--- src/rtl/dual_irq_pkg.sv ---
package dual_irq_pkg;
   // byte offsets shared by both register ports
   localparam int unsigned OFS_PEND_MASKED = 0;
   localparam int unsigned OFS_PEND_RAW    = 4;
   localparam int unsigned OFS_ENA_SET     = 8;
   localparam int unsigned OFS_ENA_CLR     = 12;
   localparam int unsigned OFS_SOFT_REQ    = 16;
   localparam int unsigned MIN_AW          = 5;
endpackage

--- src/rtl/irq_bank.sv ---
module irq_bank
   import dual_irq_pkg::*;
#(
   parameter int unsigned NSRC     = 32,
   parameter int unsigned DW       = 32,
   parameter int unsigned AW       = 5,
   parameter bit          HAS_SOFT = 1'b1
) (
   input  logic            clk,
   input  logic            rst,
   input  logic [NSRC-1:0] src,
   input  logic [AW-1:0]   addr,
   input  logic            wr,
   input  logic [DW-1:0]   wdata,
   input  logic            rd,
   output logic [DW-1:0]   rdata,
   output logic            req
);
   localparam logic [AW-1:0] A_MSK = AW'(OFS_PEND_MASKED);
   localparam logic [AW-1:0] A_RAW = AW'(OFS_PEND_RAW);
   localparam logic [AW-1:0] A_SET = AW'(OFS_ENA_SET);
   localparam logic [AW-1:0] A_CLR = AW'(OFS_ENA_CLR);
   localparam logic [AW-1:0] A_SFT = AW'(OFS_SOFT_REQ);

   if (NSRC == 0 || NSRC > DW) begin : g_bad_width
      $error("irq_bank: NSRC must be 1..DW");
   end
   if (AW < MIN_AW) begin : g_bad_aw
      $error("irq_bank: AW too small for register map");
   end

   logic [NSRC-1:0] en_q;
   logic [NSRC-1:0] soft_bits;
   logic [NSRC-1:0] raw;
   logic [NSRC-1:0] masked;
   logic [DW-1:0]   rd_sel;
   logic            hit_set;
   logic            hit_clr;
   logic            unused_wdata;

   assign unused_wdata = ^wdata;
   assign hit_set = wr && (addr == A_SET);
   assign hit_clr = wr && (addr == A_CLR);

   always_ff @(posedge clk) begin
      if (rst)          en_q <= '0;
      else if (hit_set) en_q <= en_q | wdata[NSRC-1:0];
      else if (hit_clr) en_q <= en_q & ~wdata[NSRC-1:0];
   end

   if (HAS_SOFT) begin : g_soft
      logic [NSRC-1:0] soft_q;
      always_ff @(posedge clk) begin
         if (rst)                        soft_q <= '0;
         else if (wr && addr == A_SFT)   soft_q <= wdata[NSRC-1:0];
      end
      assign soft_bits = soft_q;

      assert_soft_load_R6: assert property (@(posedge clk) disable iff (rst)
         (wr && addr == A_SFT) |=> (soft_q == $past(wdata[NSRC-1:0])));
   end else begin : g_no_soft
      assign soft_bits = '0;
   end

   assign raw    = src | soft_bits;
   assign masked = raw & en_q;
   assign req    = |masked;

   always_comb begin
      rd_sel = '0;
      case (addr)
         A_MSK:   rd_sel = DW'(masked);
         A_RAW:   rd_sel = DW'(raw);
         A_SET:   rd_sel = DW'(en_q);
         default: rd_sel = '0;
      endcase
   end

   always_ff @(posedge clk) begin
      if (rst)     rdata <= '0;
      else if (rd) rdata <= rd_sel;
      else         rdata <= '0;
   end

   assert_ena_set_R4: assert property (@(posedge clk) disable iff (rst)
      hit_set |=> ((en_q & $past(wdata[NSRC-1:0])) == $past(wdata[NSRC-1:0])));
   assert_ena_clr_R5: assert property (@(posedge clk) disable iff (rst)
      hit_clr |=> ((en_q & $past(wdata[NSRC-1:0])) == '0));
   assert_status_wr_ignored_R9: assert property (@(posedge clk) disable iff (rst)
      (wr && (addr == A_MSK || addr == A_RAW)) |=> $stable(en_q));
   assert_idle_rdata_R10: assert property (@(posedge clk) disable iff (rst)
      !rd |=> (rdata == '0));
endmodule

--- src/rtl/irq_req_flop.sv ---
module irq_req_flop (
   input  logic clk,
   input  logic rst,
   input  logic req,
   output logic req_n
);
   always_ff @(posedge clk) begin
      if (rst) req_n <= 1'b1;
      else     req_n <= ~req;
   end

   // R7 for the normal path, R8 for the fast path
   assert_req_delay_R7: assert property (@(posedge clk) disable iff (rst)
      !$past(rst) |-> (req_n != $past(req)));
endmodule

--- src/rtl/dual_irq_ctl.sv ---
module dual_irq_ctl
   import dual_irq_pkg::*;
#(
   parameter int unsigned NSRC = 32,
   parameter int unsigned DW   = 32,
   parameter int unsigned AW   = 5
) (
   input  logic            clk,
   input  logic            rst,
   input  logic [NSRC-1:0] src_lvl,
   input  logic            fsrc_lvl,
   input  logic [AW-1:0]   n_addr,
   input  logic            n_wr,
   input  logic [DW-1:0]   n_wdata,
   input  logic            n_rd,
   output logic [DW-1:0]   n_rdata,
   input  logic [AW-1:0]   f_addr,
   input  logic            f_wr,
   input  logic [DW-1:0]   f_wdata,
   input  logic            f_rd,
   output logic [DW-1:0]   f_rdata,
   output logic            irq_n,
   output logic            fiq_n
);
   localparam int unsigned FAST_W = 1;

   if (AW < MIN_AW) begin : g_bad_aw
      $error("dual_irq_ctl: AW too small");
   end

   logic n_req;
   logic f_req;

   irq_bank #(.NSRC(NSRC), .DW(DW), .AW(AW), .HAS_SOFT(1'b1)) u_norm (
      .clk(clk), .rst(rst), .src(src_lvl),
      .addr(n_addr), .wr(n_wr), .wdata(n_wdata), .rd(n_rd),
      .rdata(n_rdata), .req(n_req));

   irq_bank #(.NSRC(FAST_W), .DW(DW), .AW(AW), .HAS_SOFT(1'b0)) u_fast (
      .clk(clk), .rst(rst), .src(fsrc_lvl),
      .addr(f_addr), .wr(f_wr), .wdata(f_wdata), .rd(f_rd),
      .rdata(f_rdata), .req(f_req));

   irq_req_flop u_irq_out (.clk(clk), .rst(rst), .req(n_req), .req_n(irq_n));
   irq_req_flop u_fiq_out (.clk(clk), .rst(rst), .req(f_req), .req_n(fiq_n));

   assert_reset_quiet_R1: assert property (@(posedge clk) disable iff (rst)
      $past(rst) |-> (irq_n && fiq_n));
   assert_fiq_idle_R8: assert property (@(posedge clk) disable iff (rst)
      (!$past(rst) && !$past(fsrc_lvl)) |-> fiq_n);
   assert_fast_rd_width_R11: assert property (@(posedge clk) disable iff (rst)
      f_rdata[DW-1:1] == '0);
endmodule

--- config.mk ---
export PLATFORM = sky130hd
export DESIGN_NAME = dual_irq_ctl
export DESIGN_NICKNAME = d
export VERILOG_FILES = /design/src/rtl/dual_irq_pkg.sv /design/src/rtl/irq_bank.sv /design/src/rtl/irq_req_flop.sv /design/src/rtl/dual_irq_ctl.sv
export SDC_FILE = /design/constraint.sdc
export NUM_CORES = 1
export LEC_CHECK = 0
export ABC_CLOCK_PERIOD_IN_PS = 1900
export BUFFER_PORTS_ARGS = -buffer_cell sky130_fd_sc_hd__buf_2
export CAP_MARGIN = 20
export CORE_MARGIN = 5
export CORE_UTILIZATION = 40
export CTS_CLUSTER_SIZE = 28
export DETAILED_ROUTE_END_ITERATION = 16
export GPL_TIMING_DRIVEN = 0
export MAX_ROUTING_LAYER = met4
export PLACE_DENSITY = 0.68
export SYNTH_ARGS = -nofsm -noshare
export SYNTH_HDL_FRONTEND = slang
export SYNTH_HIERARCHICAL = 1
export SYNTH_SLANG_ARGS = --single-unit
--- constraint.sdc ---
create_clock -name clk -period 1.9 [get_ports clk]
set_clock_uncertainty 0.05 [all_clocks]
set_input_delay 0.285 -clock clk [delete_from_list [all_inputs] [get_ports clk]]
set_output_delay 0.285 -clock clk [all_outputs]
set_load 0.1 [all_outputs]
==> run_results.csv, run 1 <==
group,metric,value,unit
worst_setup_path,worstPathRequired,2.16,ns
worst_setup_path,path_cells,"buf_2 -> nor3_4 -> nand3b_1 -> a21oi_1 -> buf_2 -> a32o_1",
finish,area_growth,23.8,%
logic_synthesis,ys_warn_count,6,
logic_synthesis,avgSynthCellArea,8.48,µm²
logic_synthesis,synth-seq-cells,100,
logic_synthesis,syn_inst,523,
power,p_leak,2.42,nW
clocking,cts.reportedPaths.clkPinSlew,0.09,ns
clocking,ctsHtreeMaxLevel,3,
logic_synthesis,synth_cell_types,25,
grt,grt_max_degree,16,
finish,final_common_cell,"buf_2",
clocking,cts_tree,"built",
timing,max_freq,582,MHz
timing,worst_slew_pin_slew,0.583,ns
detailed_routing,first_pass_iters,5,
timing,relSlewSlack,60.7,%
floorplan,die_w,115,µm
worst_setup_path,slowest_stage,"a21oi_1",
power,pwr_density_cell,757,nW/µm²
floorplan,die_h,115,µm
worst_setup_path,arrival,1.98,ns
floorplan,start_util,40.9,%
grt,grt_pass1_wl,22200,µm
finish,stdcell_count,823,
logic_synthesis,syn_area,4440,µm²
timing,rsz0062_at_grt,"no",
logic_synthesis,ys_top_cells_by_area,"dfxtp_1 (45%), nand2_1 (8.2%), a21oi_1 (7.4%)",
finish,layout-drive-gt1-share,30.6,%
floorplan,die-area,13300,µm²
clocking,cts_setup_buffers,0,
detailed_routing,ant_nets,0,
grt,grt_use_total,22.2,%
floorplan,coreArea,10800,µm²
timing,whs,0.0816,ns
detailed_routing,routed_wl,14400,µm
worst_setup_path,crit_buf_inv,2,
power,power,4.16,mW
detailed_routing,wl_per_cell,17.5,µm
grt,grt_pass1_vias,4277,
grt,grt-ovfl-total,0,
place,gp_congestion,0.886,
worst_setup_path,critPathMaxFanout,10,
power,vdd_drop_max,0.440,mV
clocking,clock_latency,0.37,ns
logic_synthesis,synth_top_area_share,45.1,%
timing,maxSlewViolCount,0,
grt,grt_antenna_before_repair,0,
worst_setup_path,cp_slowest_stage_delay,0.43,ns
timing,tns,0,ns
timing,finalSetupViolCount,0,
clocking,cts.sinks,100,
place,hpwl,10400,µm
detailed_routing,first_iter_violations,445,
clocking,clockBufferDepth,2,
place,port_buffers,115,
worst_setup_path,start_kind,"input port",
worst_setup_path,cp-end-kind,"flop",
finish,antennaDiodeCount,0,
clocking,cts-buffers-inserted,9,
finish,layout.nets,792,
timing,post-route-period-util,90.4,%
worst_setup_path,crit_top_cell,"buf_2",
timing,hold_viol,0,
place,dp_cells,808,
run_status,status,"complete, no violations",
floorplan,num_io_pins,179,
job,drv_cap,0,
detailed_routing,viasPerCell,5.43,
worst_setup_path,crit_type,"in -> reg",
clocking,cts.repair.resized,0,
clocking,postCtsHoldBufs,0,
finish,final_util,50.7,%
detailed_routing,drc,0,
worst_hold_path,worstHoldPathType,"in -> reg",
floorplan,rows,38,
logic_synthesis,yosysSeqAreaShare,45.1,%
timing,fin_crit,1.72,ns
detailed_routing,vias,4467,
worst_setup_path,critical-path-top-delay-family,"compound AO/OA/AOI/OAI gates",
finish,final_cell_mix,"buf_2 (125), dfxtp_1 (100), nand2_1 (97)",
clocking,root_buffer,"clkbuf_8",
logic_synthesis,yosys.area.top_type,"dfxtp_1",
## worst register-to-register path: cells and delay by family, from the launching register on
family             cells  cell delay (ns)
AOI/OAI and AO/OA      1             0.40
DFF                    1             0.33
and+or+nand+nor        4             0.74
## cell families after synthesis
| kind of cell | share of synthesized area, % |
|---|---|
| simple gates | 20.5 |
| other cells | 0.0845 |
| buf+inv | 9.17 |
| compound gates | 25.1 |
| flops | 45.1 |
## final timing paths
kind	endpoint	from	depth (start not counted)	slack, ns
worst max-delay path	u_norm/rdata[22]$_SDFF_PP0_	n_addr[1]	6	0.18
worst min-delay path	flop	n_wdata[29]	2	0.08
worst min register to register	u_norm/g_soft.soft_q[10]$_SDFFE_PP0P_	u_norm/g_soft.soft_q[10]$_SDFFE_PP0P_	2	0.41
worst max register to register	u_irq_out/req_n$_SDFF_PP1_	u_norm/g_soft.soft_q[29]$_SDFFE_PP0P_	5	0.32
## layer usage
layer	up-vias	share of wire, %	global-route usage [%]
li1	2151	-	-
met1	2048	40	27.9
met2	256	49	35.9
met3	12	9.9	4.42
met4	0	1.1	6.96
met5	-	0	-
## cell type report
type                       count  area [µm²]
tap                          140         175
fill                        1105        5350
timing repair buffer         115         576
clock buffer                  11         141
buffer                        71         407
clock inverter                 4        50.0
multi-input combinational    382        2140
sequential                   100        2000
## power breakdown
part | internal (mW) | total [mW] | switching (mW)
clock network | 0.636 | 1.35 | 0.713
registers | 2.11 | 2.12 | 0.0109
logic | 0.174 | 0.687 | 0.513
total | 2.92 | 4.16 | 1.24
## Yosys cell counts
cell        n
nand2b_1    2
a21oi_1    66
nand3b_1    2
o22ai_1     1
nor4_1      3
buf_1       3
nor3b_2     1
clkbuf_1   24
nand3_1    33
nand4_1     8
and3_1      3
or2_2      32
nor3_4      2
buf_2      10
dfxtp_1   100
buf_4      34
and4b_1     1
nand2_1    97
a311oi_1   33
o21ai_0    32
a21oi_2     1
a32o_1     32
nor2_1      1
conb_1      1
and2_1      1
## per-stage QoR
step | area [µm²] | setup slack, ns
2_1_floorplan | 4550 | 0.427
3_3_place_gp | 5300 | -0.0934
3_5_place_dp | 5300 | -0.133
4_1_cts | 5490 | 0.248
5_1_grt | 5490 | 0.0933
6_report | 5490 | 0.183
Note: power is estimated with default switching activity, not from simulation.
==> inputs of run 2 (changes only) <==
--- a/config.mk
+++ b/config.mk
@@ -15,6 +15,7 @@
 export GPL_TIMING_DRIVEN = 0
 export MAX_ROUTING_LAYER = met4
 export PLACE_DENSITY = 0.68
+export REMOVE_ABC_BUFFERS = 1
 export SYNTH_ARGS = -nofsm -noshare
 export SYNTH_HDL_FRONTEND = slang
 export SYNTH_HIERARCHICAL = 1
==> run 2 against run 1 <==
Net effect: count of clock-buffer cells in the layout did not move; flip-flop and latch count did not move; critical path depth unchanged; utilization fell by 1.7 points; non-clock buffer count shrank 57; final cell count is 6.8% lower; first-iteration DRC count down 35%; worst hold slack better by 0.0036 ns; clock power decreased by 10%; critical path type unchanged.
==> run_results.csv, run 2 (same netlist as run 1, synthesis figures left out) <==
group,metric,value,unit
clocking,postCtsHoldBufs,0,
clocking,cts.reportedPaths.clkPinSlew,0.09,ns
finish,antennaDiodeCount,0,
floorplan,die-area,13300,µm²
detailed_routing,route.met3.wl,998,µm
worst_hold_path,worstHoldStart,"n_wdata[1]",
finish,final_cell_mix,"buf_2 (115), dfxtp_1 (100), nand2_1 (97)",
place,dp_cells,747,
power,power,3.98,mW
detailed_routing,drc,0,
finish,final_util,49.0,%
finish,stdcell_count,767,
finish,area_growth,19.6,%
place,gp_congestion,0.757,
grt,grt_antenna_before_repair,0,
timing,worst_slew_pin_slew,0.925,ns
detailed_routing,first_iter_violations,291,
timing,setup_slack,0.168,ns
timing,whs,0.0852,ns
clocking,root_buffer,"clkbuf_8",
place,port_buffers,116,
detailed_routing,routed_wl,13300,µm
detailed_routing,met2_length,6680,µm
worst_setup_path,worstPathRequired,2.10,ns
worst_setup_path,r2r-start,"u_norm/g_soft.soft_q[17]$_SDFFE_PP0P_",
detailed_routing,m1WireLength,5390,µm
timing,relSlewSlack,38.2,%
place,dp_slack,-0.773,ns
worst_setup_path,start_kind,"input port",
floorplan,coreArea,10800,µm²
grt,grt_max_degree,45,
power,p_leak,2.25,nW
clocking,cts_tree,"built",
floorplan,die_h,115,µm
finish,design_area,5310,µm²
finish,final_common_cell,"buf_2",
detailed_routing,viasPerCell,5.53,
clocking,ctsHtreeMaxLevel,3,
timing,max_freq,577,MHz
clocking,cts-buffers-inserted,9,
timing,finalSetupViolCount,0,
detailed_routing,wl_per_cell,17.3,µm
timing,post-route-period-util,91.2,%
job,drv_cap,0,
timing,hold_viol,0,
timing,rsz0062_at_grt,"no",
clocking,clock_latency,0.36,ns
floorplan,die_w,115,µm
grt,grt-ovfl-total,0,
grt,grt_use_total,20.1,%
grt,grt_pass1_wl,20300,µm
clocking,clockBufferDepth,2,
finish,layout-drive-gt1-share,29.7,%
detailed_routing,vias,4238,
timing,maxSlewViolCount,0,
timing,fin_crit,1.73,ns
floorplan,num_io_pins,179,
grt,grt_pass1_vias,4187,
run_status,status,"complete, no violations",
clocking,cts.sinks,100,
floorplan,start_util,40.9,%
worst_hold_path,worstHoldPathType,"in -> reg",
worst_setup_path,critPathMaxFanout,44,
power,vdd_drop_max,0.408,mV
place,postPlaceCellArea,5090,µm²
floorplan,rows,38,
worst_setup_path,arrival,1.93,ns
timing,tns,0,ns
detailed_routing,ant_nets,0,
worst_setup_path,cp-end-kind,"flop",
worst_setup_path,crit_start,"n_addr[0]",
place,hpwl,8840,µm
finish,layout.nets,735,
detailed_routing,first_pass_iters,5,
power,pwr_density_cell,749,nW/µm²
worst_setup_path,crit_type,"in -> reg",
detailed_routing,routed.top_layer,"met4",
[run 2: final timing paths]
kind	endpoint	slack, ns	cells after the start
min	flop	0.09	2
min reg2reg	u_norm/g_soft.soft_q[12]$_SDFFE_PP0P_	0.42	2
max	flop	0.17	6
max reg2reg	u_irq_out/req_n$_SDFF_PP1_	0.46	5
[run 2: area by class of cell]
| type | count | area, µm² |
|---|---|---|
| clock inverter | 5 | 27.5 |
| tap | 140 | 175 |
| sequential | 100 | 2000 |
| clock buffer | 11 | 141 |
| timing repair buffer | 129 | 771 |
| fill | 1045 | 5530 |
| multi-input combinational | 382 | 2190 |
[run 2: layer usage]
layer | vias up | GRT usage (%)
li1 | 2047 | -
met1 | 1968 | 23.7
met2 | 203 | 34.3
met3 | 20 | 3.74
met4 | 0 | 7.43
met5 | - | -
[run 2: worst max-delay path, cell delays in order]
cell      delay (ns)
buf_2           0.13
nor3_4          0.31
and3_2          0.54
buf_12          0.28
a21oi_1         0.10
a311oi_1        0.28
[run 2: power by group]
part | internal (mW) | total, mW | switching [mW]
logic | 0.140 | 0.638 | 0.498
clock network | 0.504 | 1.21 | 0.710
registers | 2.11 | 2.12 | 0.0107
total | 2.76 | 3.98 | 1.22
[run 2: timing repair]
| action | CTS | global route |
|---|---|---|
| pin swaps | 2 | 0 |
| gates cloned | 0 | 0 |
| endpoints found under the setup margin | 86 | 24 |
| resized for setup | 3 | 1 |
| buffers inserted | 4 | 0 |
==> inputs of run 3 (changes only) <==
==> constraint.sdc (replaced) <==
create_clock -name clk -period 1.9 [get_ports clk]
set_clock_uncertainty 0.05 [all_clocks]
set_input_delay 0.57 -clock clk [delete_from_list [all_inputs] [get_ports clk]]
set_output_delay 0.57 -clock clk [all_outputs]
set_load 0.1 [all_outputs]
==> run 3 against run 2 <==
Net effect: fmax down 6.5%; final area increased by 2.0%; via count grew 2.3%; sequential power is essentially flat; count of clock-buffer cells in the layout unchanged; clock power is essentially flat; total power is 0.52% higher; wire length grew 5.9%; die area unchanged.
==> run_results.csv, run 3 (same netlist as run 1, synthesis figures left out) <==
group,metric,value,unit
detailed_routing,wl_per_cell,18.1,µm
worst_setup_path,start_kind,"input port",
power,switching_power,1.23,mW
floorplan,coreArea,10800,µm²
worst_setup_path,cp_slowest_stage_delay,0.38,ns
detailed_routing,ant_nets,0,
power,intPower,2.76,mW
power,p_leak,2.29,nW
clocking,cts.sinks,100,
timing,whs,0.370,ns
detailed_routing,first_pass_iters,5,
finish,area_growth,22.0,%
clocking,clockBufferDepth,2,
timing,max_freq,539,MHz
finish,final_util,49.9,%
grt,grt_pass1_wl,20400,µm
detailed_routing,vias,4334,
worst_setup_path,arrival,2.05,ns
grt,grt_max_degree,45,
floorplan,num_io_pins,179,
power,pwr_density_cell,738,nW/µm²
worst_hold_path,worstHoldPathType,"in -> reg",
worst_setup_path,worstPathRequired,2.10,ns
finish,layout.nets,744,
grt,grt_use_total,20.2,%
power,pwr-share-seq,53.1,%
timing,post-route-period-util,97.6,%
floorplan,die_h,115,µm
finish,multi_input_area,2230,µm²
power,power,4.00,mW
clocking,cts.reportedPaths.clkPinSlew,0.09,ns
floorplan,start_util,40.9,%
place,hpwl,8840,µm
worst_setup_path,ff2ff_setup_slack,0.45,ns
power,vdd_drop_max,0.409,mV
timing,maxSlewViolCount,0,
timing,hold_viol,0,
worst_setup_path,path_cells,"buf_2 -> nor3_4 -> and3_4 -> buf_12 -> a21oi_1 -> a311oi_1",
detailed_routing,first_iter_violations,341,
worst_setup_path,cp-end-kind,"flop",
detailed_routing,routed_wl,14000,µm
finish,seqCellArea,2000,µm²
worst_setup_path,slowest_stage,"and3_4",
power,switching_share,30.8,%
floorplan,die-area,13300,µm²
grt,grt_antenna_before_repair,0,
timing,setup_slack,0.0463,ns
floorplan,die_w,115,µm
timing,worst_slew_pin_slew,0.574,ns
clocking,ctsHtreeMaxLevel,3,
place,gp_congestion,0.757,
worst_setup_path,critPathMaxFanout,44,
grt,grt_pass1_vias,4201,
grt,grt-ovfl-total,0,
finish,antennaDiodeCount,0,
clocking,cts_tree,"built",
finish,final_cell_mix,"buf_2 (114), dfxtp_1 (100), nand2_1 (97)",
clocking,root_buffer,"clkbuf_8",
timing,fin_crit,1.85,ns
place,port_buffers,116,
detailed_routing,viasPerCell,5.59,
finish,nFillCells,1039,
power,combinationalPowerShare,16.5,%
power,pwr-share-clk,30.4,%
detailed_routing,drc,0,
finish,stdcell_count,776,
timing,relSlewSlack,61.6,%
clocking,cts-buffers-inserted,9,
clocking,clock_latency,0.36,ns
timing,finalSetupViolCount,0,
floorplan,rows,38,
worst_setup_path,crit_type,"in -> reg",
place,dp_slack,-1.06,ns
place,dp_cells,747,
finish,final_common_cell,"buf_2",
job,drv_cap,0,
finish,layout-drive-gt1-share,30.7,%
run_status,status,"complete, no violations",
==> run 3: cell count changes in the layout (fill, tap and decap cells not counted), sizes merged <==
cell	before	now
buf	128	134
and3	3	4
nand3	33	34
nor2	1	2
==> run 3: repair_timing <==
action,CTS,global route
hold buffers,0,0
cloned,0,3
buffers inserted,5,5
setup endpoints to repair,96,44
pin swaps,2,4
resized for setup,5,4
==> run 3: area by class of cell <==
| cell class | count | area share [%] |
|---|---|---|
| multi-input combinational | 385 | 41.2 |
| sequential | 100 | 37.0 |
| timing repair buffer | 135 | 15.4 |
| tap | 140 | 3.24 |
| clock buffer | 11 | 2.61 |
| clock inverter | 5 | 0.509 |
==> run 3: per-layer routing <==
layer | wire length [µm] | global-route usage, %
met2 | 7080 | 34.3
met1 | 5600 | 23.8
met4 | 225 | 7.59
met5 | 0 | -
met3 | 1140 | 3.68
==> run 3: critical path, delay by kind of cell <==
| family | cells | cell delay [ns] |
|---|---|---|
| compound gates | 2 | 0.39 |
| buf+inv | 2 | 0.40 |
| simple gates | 2 | 0.70 |
==> run 3: final timing paths <==
check	depth (start not counted)	to	startpoint
worst max-delay path	6	flop	n_addr[1]
worst max register to register	5	u_irq_out/req_n$_SDFF_PP1_	u_norm/g_soft.soft_q[17]$_SDFFE_PP0P_
worst min register to register	2	u_norm/g_soft.soft_q[2]$_SDFFE_PP0P_	u_norm/g_soft.soft_q[2]$_SDFFE_PP0P_
worst min-delay path	2	flop	n_wdata[1]
==> run 3: metrics by stage <==
| stage | cell area [µm²] | TNS (ns) |
|---|---|---|
| 2_1_floorplan | 4140 | -77.60 |
| 3_3_place_gp | 4900 | -229.01 |
| 3_5_place_dp | 5090 | -78.05 |
| 4_1_cts | 5330 | 0 |
| 5_1_grt | 5410 | -0.0363 |
| 6_report | 5410 | 0 |
==> run 3: power groups by stage <==
stage	clock (mW)	combinational, mW	sequential (mW)
after floorplan	0	0.377	2.20
after global placement	0	0.596	2.17
after detailed placement	0	0.626	2.17
after CTS	1.26	0.636	2.12
after global routing	1.36	0.693	2.13
final	1.21	0.658	2.12
